File: config.mk
export PLATFORM = sky130hd
export DESIGN_NAME = serlink_uart
export DESIGN_NICKNAME = d
export VERILOG_FILES = /design/src/rtl/serlink_pkg.sv /design/src/rtl/serlink_baud.sv /design/src/rtl/serlink_tx.sv /design/src/rtl/serlink_rx.sv /design/src/rtl/serlink_uart.sv
export SDC_FILE = /design/constraint.sdc
export NUM_CORES = 1
export LEC_CHECK = 0
export BUFFER_PORTS_ARGS = -buffer_cell sky130_fd_sc_hd__buf_2
export CAP_MARGIN = 20
export CELL_PAD_IN_SITES_DETAIL_PLACEMENT = 0
export CELL_PAD_IN_SITES_GLOBAL_PLACEMENT = 2
export CORE_UTILIZATION = 34
export CTS_CLUSTER_DIAMETER = 80
export DETAILED_ROUTE_END_ITERATION = 10
export GPL_TIMING_DRIVEN = 0
export MAX_ROUTING_LAYER = met4
export PLACE_DENSITY_LB_ADDON = 0.1
export SYNTH_ARGS = -nofsm -noshare
export SYNTH_HDL_FRONTEND = slang
export SYNTH_SLANG_ARGS = --single-unit
File: constraint.sdc
create_clock -name clk -period 2.31 [get_ports clk]
set_input_delay 0.3465 -clock clk [delete_from_list [all_inputs] [get_ports clk]]
set_output_delay 0.3465 -clock clk [all_outputs]
set_load 0.05 [all_outputs]
File: src/rtl/serlink_pkg.sv
package serlink_pkg;
  localparam int DATA_W  = 8;
  localparam int OVS_W   = 4;
  localparam int FRAME_W = DATA_W + 4;
  localparam int ADDR_W  = 2;

  localparam logic [ADDR_W-1:0] A_CTRL = 2'd0;
  localparam logic [ADDR_W-1:0] A_STAT = 2'd1;
  localparam logic [ADDR_W-1:0] A_DATA = 2'd2;

  localparam int S_TXE   = 0;
  localparam int S_TXEND = 1;
  localparam int S_RXF   = 2;
  localparam int S_OVR   = 3;
  localparam int S_FE    = 4;
  localparam int S_PE    = 5;
  localparam int ST_W    = 6;

  localparam logic [2:0] SEL_EXT = 3'd6;
  localparam logic [2:0] SEL_ALT = 3'd7;
endpackage

File: src/rtl/serlink_baud.sv
module serlink_baud
  import serlink_pkg::*;
#(
  parameter int BASE_DIV = 13,
  parameter int ALT_DIV  = 96
) (
  input  logic       clk,
  input  logic       rst,
  input  logic [2:0] sel,
  input  logic       ext_tick,
  output logic       tick
);
  localparam int TOP_DIV = BASE_DIV << 5;
  localparam int MAXDIV  = (TOP_DIV > ALT_DIV) ? TOP_DIV : ALT_DIV;
  localparam int CW      = $clog2(MAXDIV);

  logic [CW-1:0] cnt, lim;

  always_comb begin
    if (sel == SEL_ALT) lim = CW'(ALT_DIV - 1);
    else                lim = CW'((BASE_DIV << sel) - 1);
  end

  always_ff @(posedge clk) begin
    if (rst) begin
      cnt  <= '0;
      tick <= 1'b0;
    end else if (sel == SEL_EXT) begin
      cnt  <= '0;
      tick <= ext_tick;
    end else if (cnt >= lim) begin
      cnt  <= '0;
      tick <= 1'b1;
    end else begin
      cnt  <= cnt + 1'b1;
      tick <= 1'b0;
    end
  end
endmodule

File: src/rtl/serlink_tx.sv
module serlink_tx
  import serlink_pkg::*;
(
  input  logic              clk,
  input  logic              rst,
  input  logic              tick,
  input  logic              load,
  input  logic [DATA_W-1:0] wdata,
  input  logic              par_en,
  input  logic              odd,
  input  logic              two_stop,
  output logic              txd,
  output logic              empty,
  output logic              fin,
  output logic              irq
);
  localparam int BL_W = $clog2(FRAME_W + 1);

  logic [DATA_W-1:0]  hold;
  logic               hold_full, busy;
  logic [FRAME_W-1:0] shreg, frame;
  logic [BL_W-1:0]    bits_left, nbits;
  logic [OVS_W-1:0]   tcnt;
  logic               par;

  assign par   = ^hold ^ odd;
  assign nbits = BL_W'(DATA_W + 2) + BL_W'(par_en) + BL_W'(two_stop);

  always_comb begin
    if (par_en) frame = {2'b11, par, hold, 1'b0};
    else        frame = {3'b111, hold, 1'b0};
  end

  always_ff @(posedge clk) begin
    if (rst) begin
      hold      <= '0;
      hold_full <= 1'b0;
      busy      <= 1'b0;
      shreg     <= '1;
      bits_left <= '0;
      tcnt      <= '0;
      fin       <= 1'b1;
      irq       <= 1'b0;
    end else begin
      irq <= 1'b0;
      if (!busy && hold_full) begin
        shreg     <= frame;
        bits_left <= nbits;
        busy      <= 1'b1;
        tcnt      <= '0;
        hold_full <= 1'b0;
        irq       <= 1'b1;
      end else if (busy && tick) begin
        tcnt <= tcnt + 1'b1;
        if (tcnt == '1) begin
          shreg     <= {1'b1, shreg[FRAME_W-1:1]};
          bits_left <= bits_left - 1'b1;
          if (bits_left == BL_W'(1)) begin
            busy <= 1'b0;
            if (!hold_full && !load) fin <= 1'b1;
          end
        end
      end
      if (load) begin
        hold      <= wdata;
        hold_full <= 1'b1;
        fin       <= 1'b0;
      end
    end
  end

  assign txd   = shreg[0];
  assign empty = ~hold_full;
endmodule

File: src/rtl/serlink_rx.sv
module serlink_rx
  import serlink_pkg::*;
(
  input  logic              clk,
  input  logic              rst,
  input  logic              tick,
  input  logic              rxd,
  input  logic              lock,
  input  logic              par_en,
  output logic              busy,
  output logic              done,
  output logic              stop_ok,
  output logic              par_bit,
  output logic [DATA_W-1:0] data
);
  localparam int BI_W = $clog2(DATA_W + 3);
  localparam logic [OVS_W-1:0] MID = OVS_W'((1 << OVS_W) / 2 - 1);

  logic [1:0]       sync;
  logic             line, armed, hunting;
  logic [OVS_W-1:0] tcnt;
  logic [BI_W-1:0]  bidx;

  assign line = sync[1];

  always_ff @(posedge clk) begin
    if (rst) begin
      sync    <= 2'b11;
      armed   <= 1'b0;
      busy    <= 1'b0;
      hunting <= 1'b0;
      tcnt    <= '0;
      bidx    <= '0;
      done    <= 1'b0;
      stop_ok <= 1'b1;
      par_bit <= 1'b0;
      data    <= '0;
    end else begin
      sync <= {sync[0], rxd};
      done <= 1'b0;
      if (line) armed <= 1'b1;
      if (tick) begin
        if (!busy) begin
          if (!line && armed && !lock) begin
            busy    <= 1'b1;
            hunting <= 1'b1;
            armed   <= 1'b0;
            tcnt    <= '0;
          end
        end else begin
          tcnt <= tcnt + 1'b1;
          if (hunting) begin
            if (tcnt == MID) begin
              if (line) busy <= 1'b0;
              else begin
                hunting <= 1'b0;
                tcnt    <= '0;
                bidx    <= '0;
              end
            end
          end else if (tcnt == '1) begin
            bidx <= bidx + 1'b1;
            if (bidx < BI_W'(DATA_W)) data <= {line, data[DATA_W-1:1]};
            else if (bidx == BI_W'(DATA_W) && par_en) par_bit <= line;
            else begin
              stop_ok <= line;
              done    <= 1'b1;
              busy    <= 1'b0;
            end
          end
        end
      end
    end
  end
endmodule

File: src/rtl/serlink_uart.sv
module serlink_uart
  import serlink_pkg::*;
#(
  parameter int BASE_DIV = 13,
  parameter int ALT_DIV  = 96
) (
  input  logic              clk,
  input  logic              rst,
  input  logic              reg_wr,
  input  logic              reg_rd,
  input  logic [ADDR_W-1:0] reg_addr,
  input  logic [DATA_W-1:0] reg_wdata,
  output logic [DATA_W-1:0] reg_rdata,
  input  logic              ext_tick,
  input  logic              rxd,
  output logic              txd,
  output logic              irq_rx,
  output logic              irq_tx
);
  logic [5:0]        ctrl;
  logic              par_en, odd, two_stop;
  logic [2:0]        sel;
  logic              tick;
  logic              tx_empty, tx_fin;
  logic              rx_busy, rx_done, rx_stop_ok, rx_par;
  logic [DATA_W-1:0] rx_data, rx_buf;
  logic              rx_full, ovr_f, fe_f, pe_f, pe_calc;
  logic [ST_W-1:0]   status;

  assign par_en   = ctrl[0];
  assign odd      = ctrl[1];
  assign two_stop = ctrl[2];
  assign sel      = ctrl[5:3];

  serlink_baud #(.BASE_DIV(BASE_DIV), .ALT_DIV(ALT_DIV)) u_baud (
    .clk(clk), .rst(rst), .sel(sel), .ext_tick(ext_tick), .tick(tick)
  );

  serlink_tx u_tx (
    .clk(clk), .rst(rst), .tick(tick),
    .load(reg_wr && reg_addr == A_DATA), .wdata(reg_wdata),
    .par_en(par_en), .odd(odd), .two_stop(two_stop),
    .txd(txd), .empty(tx_empty), .fin(tx_fin), .irq(irq_tx)
  );

  serlink_rx u_rx (
    .clk(clk), .rst(rst), .tick(tick), .rxd(rxd), .lock(ovr_f),
    .par_en(par_en), .busy(rx_busy), .done(rx_done),
    .stop_ok(rx_stop_ok), .par_bit(rx_par), .data(rx_data)
  );

  assign pe_calc = par_en && (rx_par != (^rx_data ^ odd));

  always_comb begin
    status          = '0;
    status[S_TXE]   = tx_empty;
    status[S_TXEND] = tx_fin;
    status[S_RXF]   = rx_full;
    status[S_OVR]   = ovr_f;
    status[S_FE]    = fe_f;
    status[S_PE]    = pe_f;
  end

  always_ff @(posedge clk) begin
    if (rst) begin
      ctrl      <= '0;
      rx_buf    <= '0;
      rx_full   <= 1'b0;
      ovr_f     <= 1'b0;
      fe_f      <= 1'b0;
      pe_f      <= 1'b0;
      irq_rx    <= 1'b0;
      reg_rdata <= '0;
    end else begin
      irq_rx <= 1'b0;
      if (reg_wr && reg_addr == A_CTRL) ctrl <= reg_wdata[5:0];
      if (reg_wr && reg_addr == A_STAT && reg_wdata[S_OVR]) ovr_f <= 1'b0;
      if (reg_rd && reg_addr == A_DATA) begin
        rx_full <= 1'b0;
        fe_f    <= 1'b0;
        pe_f    <= 1'b0;
      end
      if (rx_done) begin
        if (rx_full) ovr_f <= 1'b1;
        else begin
          rx_buf  <= rx_data;
          rx_full <= 1'b1;
          fe_f    <= ~rx_stop_ok;
          pe_f    <= pe_calc;
          irq_rx  <= 1'b1;
        end
      end
      if (reg_rd) begin
        case (reg_addr)
          A_CTRL:  reg_rdata <= {2'b00, ctrl};
          A_STAT:  reg_rdata <= DATA_W'(status);
          A_DATA:  reg_rdata <= rx_buf;
          default: reg_rdata <= '0;
        endcase
      end
    end
  end
endmodule

Yosys cells after proc, flatten, opt, wreduce, memory -nomap -nowiden --
Cells that the tools add are included.
Storage, ports and cells: register bits 93, word-level logic and storage cells 171
Operators by class: add/sub/neg operators 8, magnitude comparators 2, equality and inequality tests 13, shift-type cells 1, muxes and demuxes 64, bitwise logic cells 12, reduce and logical (&&, ||, !) cells 43
Operators with widths (number):
- two-way mux 4 bit | 12
- two-way mux 1 bit | 46
- two-way mux 12 bit | 3
- case mux 8 bit (3 select lines) | 1
- nonzero test 2 bit | 10
- XOR reduction 8 bit | 2
- AND reduction 5 bit | 3
- adder 4 x 1 -> 4 bit, second input constant | 3
- equality test 4 bit, second input constant | 3
- logical AND 1 bit | 12
- AND reduction 6 bit | 2
- two-way mux 10 bit | 1
- inverter 1 bit | 10
- adder 9 x 1 -> 9 bit, second input constant | 1
- >= comparator 9 bit | 1
- two-way mux 9 bit | 1
- << shifter 4 x 3 -> 9 bit, first input constant | 1
- subtractor 9 x 2 -> 9 bit, second input constant | 1
- equality test 3 bit, second input constant | 2
- AND reduction 2 bit | 3
- OR reduction 6 bit | 1
- zero test 1 bit | 5
- adder 4 x 1 -> 4 bit | 1
- adder 4 x 1 -> 4 bit, first input constant | 1
- other kinds (14) | 17

Depth between registers and ports, before layout --
word-level depth 10, mapped depth 11, gate-level depth less buffers 11

By module --
Synthesis repeated with hierarchy kept, for this count alone.
Unflattened totals: cell total of the unflattened synthesis 493, area total of the unflattened synthesis 4585.6 µm²
By module, submodules not included:
- serlink_tx | instances 1, cells an instance 147, area each 1442.6 µm², sequential area each 600.6 µm²
- serlink_uart | instances 1, cells an instance 135, area each 1204.9 µm², sequential area each 540.5 µm²
- serlink_rx | instances 1, cells an instance 116, area each 1113.6 µm², sequential area each 480.5 µm²
- serlink_baud | instances 1, cells an instance 95, area each 824.5 µm², sequential area each 200.2 µm²

Least setup slack after synthesis --
OpenSTA, ideal clock, no wires.
path type flip-flop to flip-flop, start point register ctrl[4], end point register u_baud.tick, setup time 115 ps, data arrival time 2349 ps, data required time 2195 ps, path slack -154 ps, cell stages (with the launch flop) 12, buffers on the path 0, cell sequence dfxtp_1 > inv_1 > ha_1 > nor2_1 > xnor2_1 > a21oi_1 > ha_1 > a21o_1 > a21o_1 > a221oi_2 > o211ai_4 > and2_1
On the way: word-level cells in the longest chain between the ends 6
RTL lines:
- from (decl) | line serlink_uart.sv:20 | logic [5:0] ctrl;
- from (signal assigned) | line serlink_uart.sv:76 | if (reg_wr && reg_addr == A_CTRL) ctrl <= reg_wdata[5:0];
- << shifter 4 x 3 -> 9 bit | line serlink_baud.sv:21 | else lim = CW'((BASE_DIV << sel) - 1);
- subtractor 9 x 2 -> 9 bit | line serlink_baud.sv:21
- two-way mux 9 bit | line serlink_baud.sv:20 | if (sel == SEL_ALT) lim = CW'(ALT_DIV - 1);
- >= comparator 9 bit | line serlink_baud.sv:31 | end else if (cnt >= lim) begin
- two-way mux 1 bit | line serlink_baud.sv:31
- two-way mux 1 bit (*) | line serlink_baud.sv:28 | end else if (sel == SEL_EXT) begin
- to (signal assigned) | line serlink_baud.sv:30 | tick <= ext_tick;
- to (decl) | line serlink_baud.sv:11 | output logic tick
Mark *: on every way between the ends. The rest lies on a longest branch, timed or not. A chain may end at the register's enable or synchronous reset.

Worst setup path after layout --
start point register ctrl[4], end point register u_baud.cnt[0]
On the way: word-level cells in the longest chain between the ends 5
RTL lines:
- << shifter 4 x 3 -> 9 bit | line serlink_baud.sv:21
- subtractor 9 x 2 -> 9 bit | line serlink_baud.sv:21
- two-way mux 9 bit | line serlink_baud.sv:20
- >= comparator 9 bit | line serlink_baud.sv:31
- OR reduction 3 bit (no source line) (*)
- to (signal assigned) | line serlink_baud.sv:35 | cnt <= cnt + 1'b1;
- to (decl) | line serlink_baud.sv:17 | logic [CW-1:0] cnt, lim;
Marks and branches as above.

==> results.json <==
{
  "status": "finished, violations left",
  "violations": "negative setup slack",
  "netlist_instances": 488,
  "maxCapViolCount": 0,
  "n_fill_cell": 1298,
  "crit_fanout": 5,
  "finalHoldWorstSlack_ps": 181,
  "hold_buffers": 0,
  "synthToLayoutAreaGrowth_pct": 19.4,
  "dp_hpwl_um": 7630,
  "fin_tns_setup_ps": -106,
  "cts.sinks": 91,
  "slew_headroom_pct": 49.1,
  "synth_xor_area_share_pct": 6.38,
  "synth_top_family_by_area": "simple AND/OR/NAND/NOR gates",
  "placed_cell_area_um2": 4700,
  "grt_pass1_vias": 3341,
  "drive_gt1_share_pct": 17.6,
  "antenna_left": 0,
  "seq_area_um2": 1830,
  "yosysSeqAreaShare_pct": 42.0,
  "rr_startpoint": "ctrl[4]",
  "clkSlewWorstSetupHoldPaths_ps": 70,
  "diodes": 0,
  "worstMarginPinSlew_ps": 764,
  "multi_input_area_um2": 2420,
  "hold_viol_final": 0,
  "synth_edf_count": 0,
  "track_usage_pct": 18.3,
  "synth-async-reset-ratio_pct": 0,
  "fin_crit_sh_pct": 102,
  "via_count": 3413,
  "htree_levels": 3,
  "worstPathRequired_ps": 2580,
  "syn_nets": 524,
  "startpoint_type": "flop",
  "finalInstanceArea_um2": 5180,
  "vias_per_cell": 4.81,
  "drc": 0,
  "finClkSkew_ps": 6.88,
  "io_buffers": 25,
  "critPathArrivalTime_ps": 2620,
  "period_minus_slack_ps": 2350,
  "cts_buffers": 9,
  "final-setup-viol-count": 6,
  "hold_path.class": "in -> reg",
  "synth.area.mux_share_pct": 6.93,
  "cts_tree": "yes",
  "antenna_found_initial": 0,
  "netlist_area_um2": 4330,
  "wirelength_um": 10700,
  "root_buffer": "clkbuf_16",
  "synth_simple_gate_area_share_pct": 23.6,
  "ys_types": 52,
  "clk_latency_ps": 350,
  "ys.flop_type": "dfxtp_1",
  "max-vdd-ir-drop_mv": 0.371,
  "synth-adder-area-share_pct": 5.77,
  "ios": 27,
  "grt_pass1_wl_um": 17700,
  "grt_max_degree": 17,
  "clockBufferDepth": 2,
  "overflow": 0,
  "clock.fmax_mhz": 426,
  "rows": 40,
  "fp.coreArea_um2": 12200,
  "die_height_um": 115,
  "end_kind": "flop",
  "rsz0062_at_grt": "true",
  "postLayoutCoreUtil_pct": 42.4,
  "wire_per_inst_um": 15.1,
  "leakage_uw": 0.00211,
  "die_w_um": 115,
  "fin_nets": 572,
  "syn_avg_cell_area_um2": 8.88,
  "die_area_um2": 13200,
  "yosysWarnings": 0,
  "first_pass_iters": 6,
  "p_per_area_nw_per_um2": 683,
  "slew_viol_final": 0,
  "synth-compound-area-share_pct": 11.3,
  "crit_path_start": "ctrl[4]",
  "gp_congestion": 0.748,
  "fin_total_pwr_uw": 3540,
  "start_util_pct": 35.5,
  "worstSetupPathType": "reg -> reg",
  "drt_iter0_markers": 134,
  "setup_slack_ps": -36.4,
  "ys_ff_latch": 91,
  "hp-start": "rxd"
}
==> layout make-up <==
class / instances / area share (%)
clock inverter: 7 / 1.93
tap: 168 / 4.06
inverter: 11 / 0.894
clock buffer: 9 / 4.35
multi-input combinational: 361 / 46.8
sequential: 91 / 35.3
timing repair buffer: 36 / 4.01
buffer: 26 / 2.61
==> logic make-up after synthesis <==
| kind of cell | Yosys count |
|---|---|
| AO/OA/AOI/OAI | 76 |
| adder cells (fa/ha/maj) | 20 |
| XOR/XNOR | 30 |
| multiplexers | 30 |
| flip-flops | 91 |
| buffers and inverters | 37 |
| AND/OR/NAND/NOR | 204 |
==> per-layer routing <==
metal / up-vias / global-route usage [%] / wire [µm]
met4: 0 / 4.68 / 97
met2: 29 / 29.6 / 5190
li1: 1766 / - / -
met1: 1611 / 22.6 / 5090
met5: - / - / 0
met3: 7 / 5.01 / 354
==> critical path, cell delays in order, from the launching register on <==
cell and delay, ps:
dfxtp_4 390, inv_4 50, ha_4 160, nor2_4 90
xnor2_2 130, a21oi_2 80, ha_1 290, a21o_1 160
a21o_1 200, a221oi_4 290, buf_4 180, o211ai_4 110
nor3_1 140
==> cell usage after synthesis (all sizes together) (3+ instances only) <==
cell type  count  area, µm²
xnor2         21        184
nand3         12       60.1
nand2         49        184
a31oi         12       75.1
nor2b          8       50.1
buf           10       73.8
o21bai         3       22.5
xor2           8       70.1
nor3b          4       40.0
nand4          3       33.8
o21ai          4       20.0
or2           11       68.8
inv           11       41.3
a211oi        10       75.1
a21o           5       37.5
dfxtp         91       1820
nand2b         6       37.5
nand3b         4       30.0
and3           4       25.0
nor2          80        303
a21oi         34        174
nor3          11       90.1
ha            20        250
mux2i         30        300
or3            3       18.8
clkbuf        16       60.1
==> worst paths after layout <==
path,end,slack (ps),depth (start not counted)
max,u_baud.cnt[0],-40,12
min,u_rx.sync[0],180,2
max reg2reg,u_baud.cnt[0],-40,12
min reg2reg,u_rx.sync[1],410,1
==> timing repair <==
action	CTS	global route
buffers inserted	9	2
gates resized for setup	4	7
pin swaps	16	6
setup endpoints to repair	10	10
gates cloned	1	0
==> state kept, by name (all words and copies together), names as in the netlist, 2 cells and up <==
name and cells:
u_rx.bidx 4, reg_rdata 8, u_baud.cnt 9, u_tx.shreg 10
u_rx.data 8, u_tx.hold 8, ctrl 6, rx_buf 8
u_rx.tcnt 4, u_tx.bits_left 4, u_tx.tcnt 4, u_rx.sync 2
==> metrics by stage <==
stage | setup WS [ps] | std cells
final | -36.4 | 709
after global routing | -128 | 709
after CTS | -123 | 707
after detailed placement | -237 | 681
after global placement | -222 | 681
after floorplan | 18.8 | 488
==> placed cells by master, fill, tap and decap left out, types with 3 or more instances in the layout <==
cell	count
dfxtp_1	89
nor2_1	78
nand2_1	49
a21oi_1	31
buf_2	30
mux2i_1	30
xnor2_1	20
ha_1	18
clkbuf_1	15
buf_4	13
a31oi_1	12
nand3_1	11
a211oi_1	10
inv_1	9
clkbuf_16	9
nor2b_1	8
xor2_1	8
or2_1	8
nor3_2	7
nand2b_1	6
a21o_1	5
nand3b_1	4
nor3_1	4
and3_1	4
inv_4	3
a21oi_2	3
or2_2	3
buf_6	3
o21bai_1	3
or3_1	3
==> power breakdown <==
| part | internal, µW | switching (µW) |
|---|---|---|
| clock network | 957 | 668 |
| registers | 1600 | 29.7 |
| logic | 113 | 170 |
| total | 2670 | 867 |
Power figures use the tool's default switching activity.
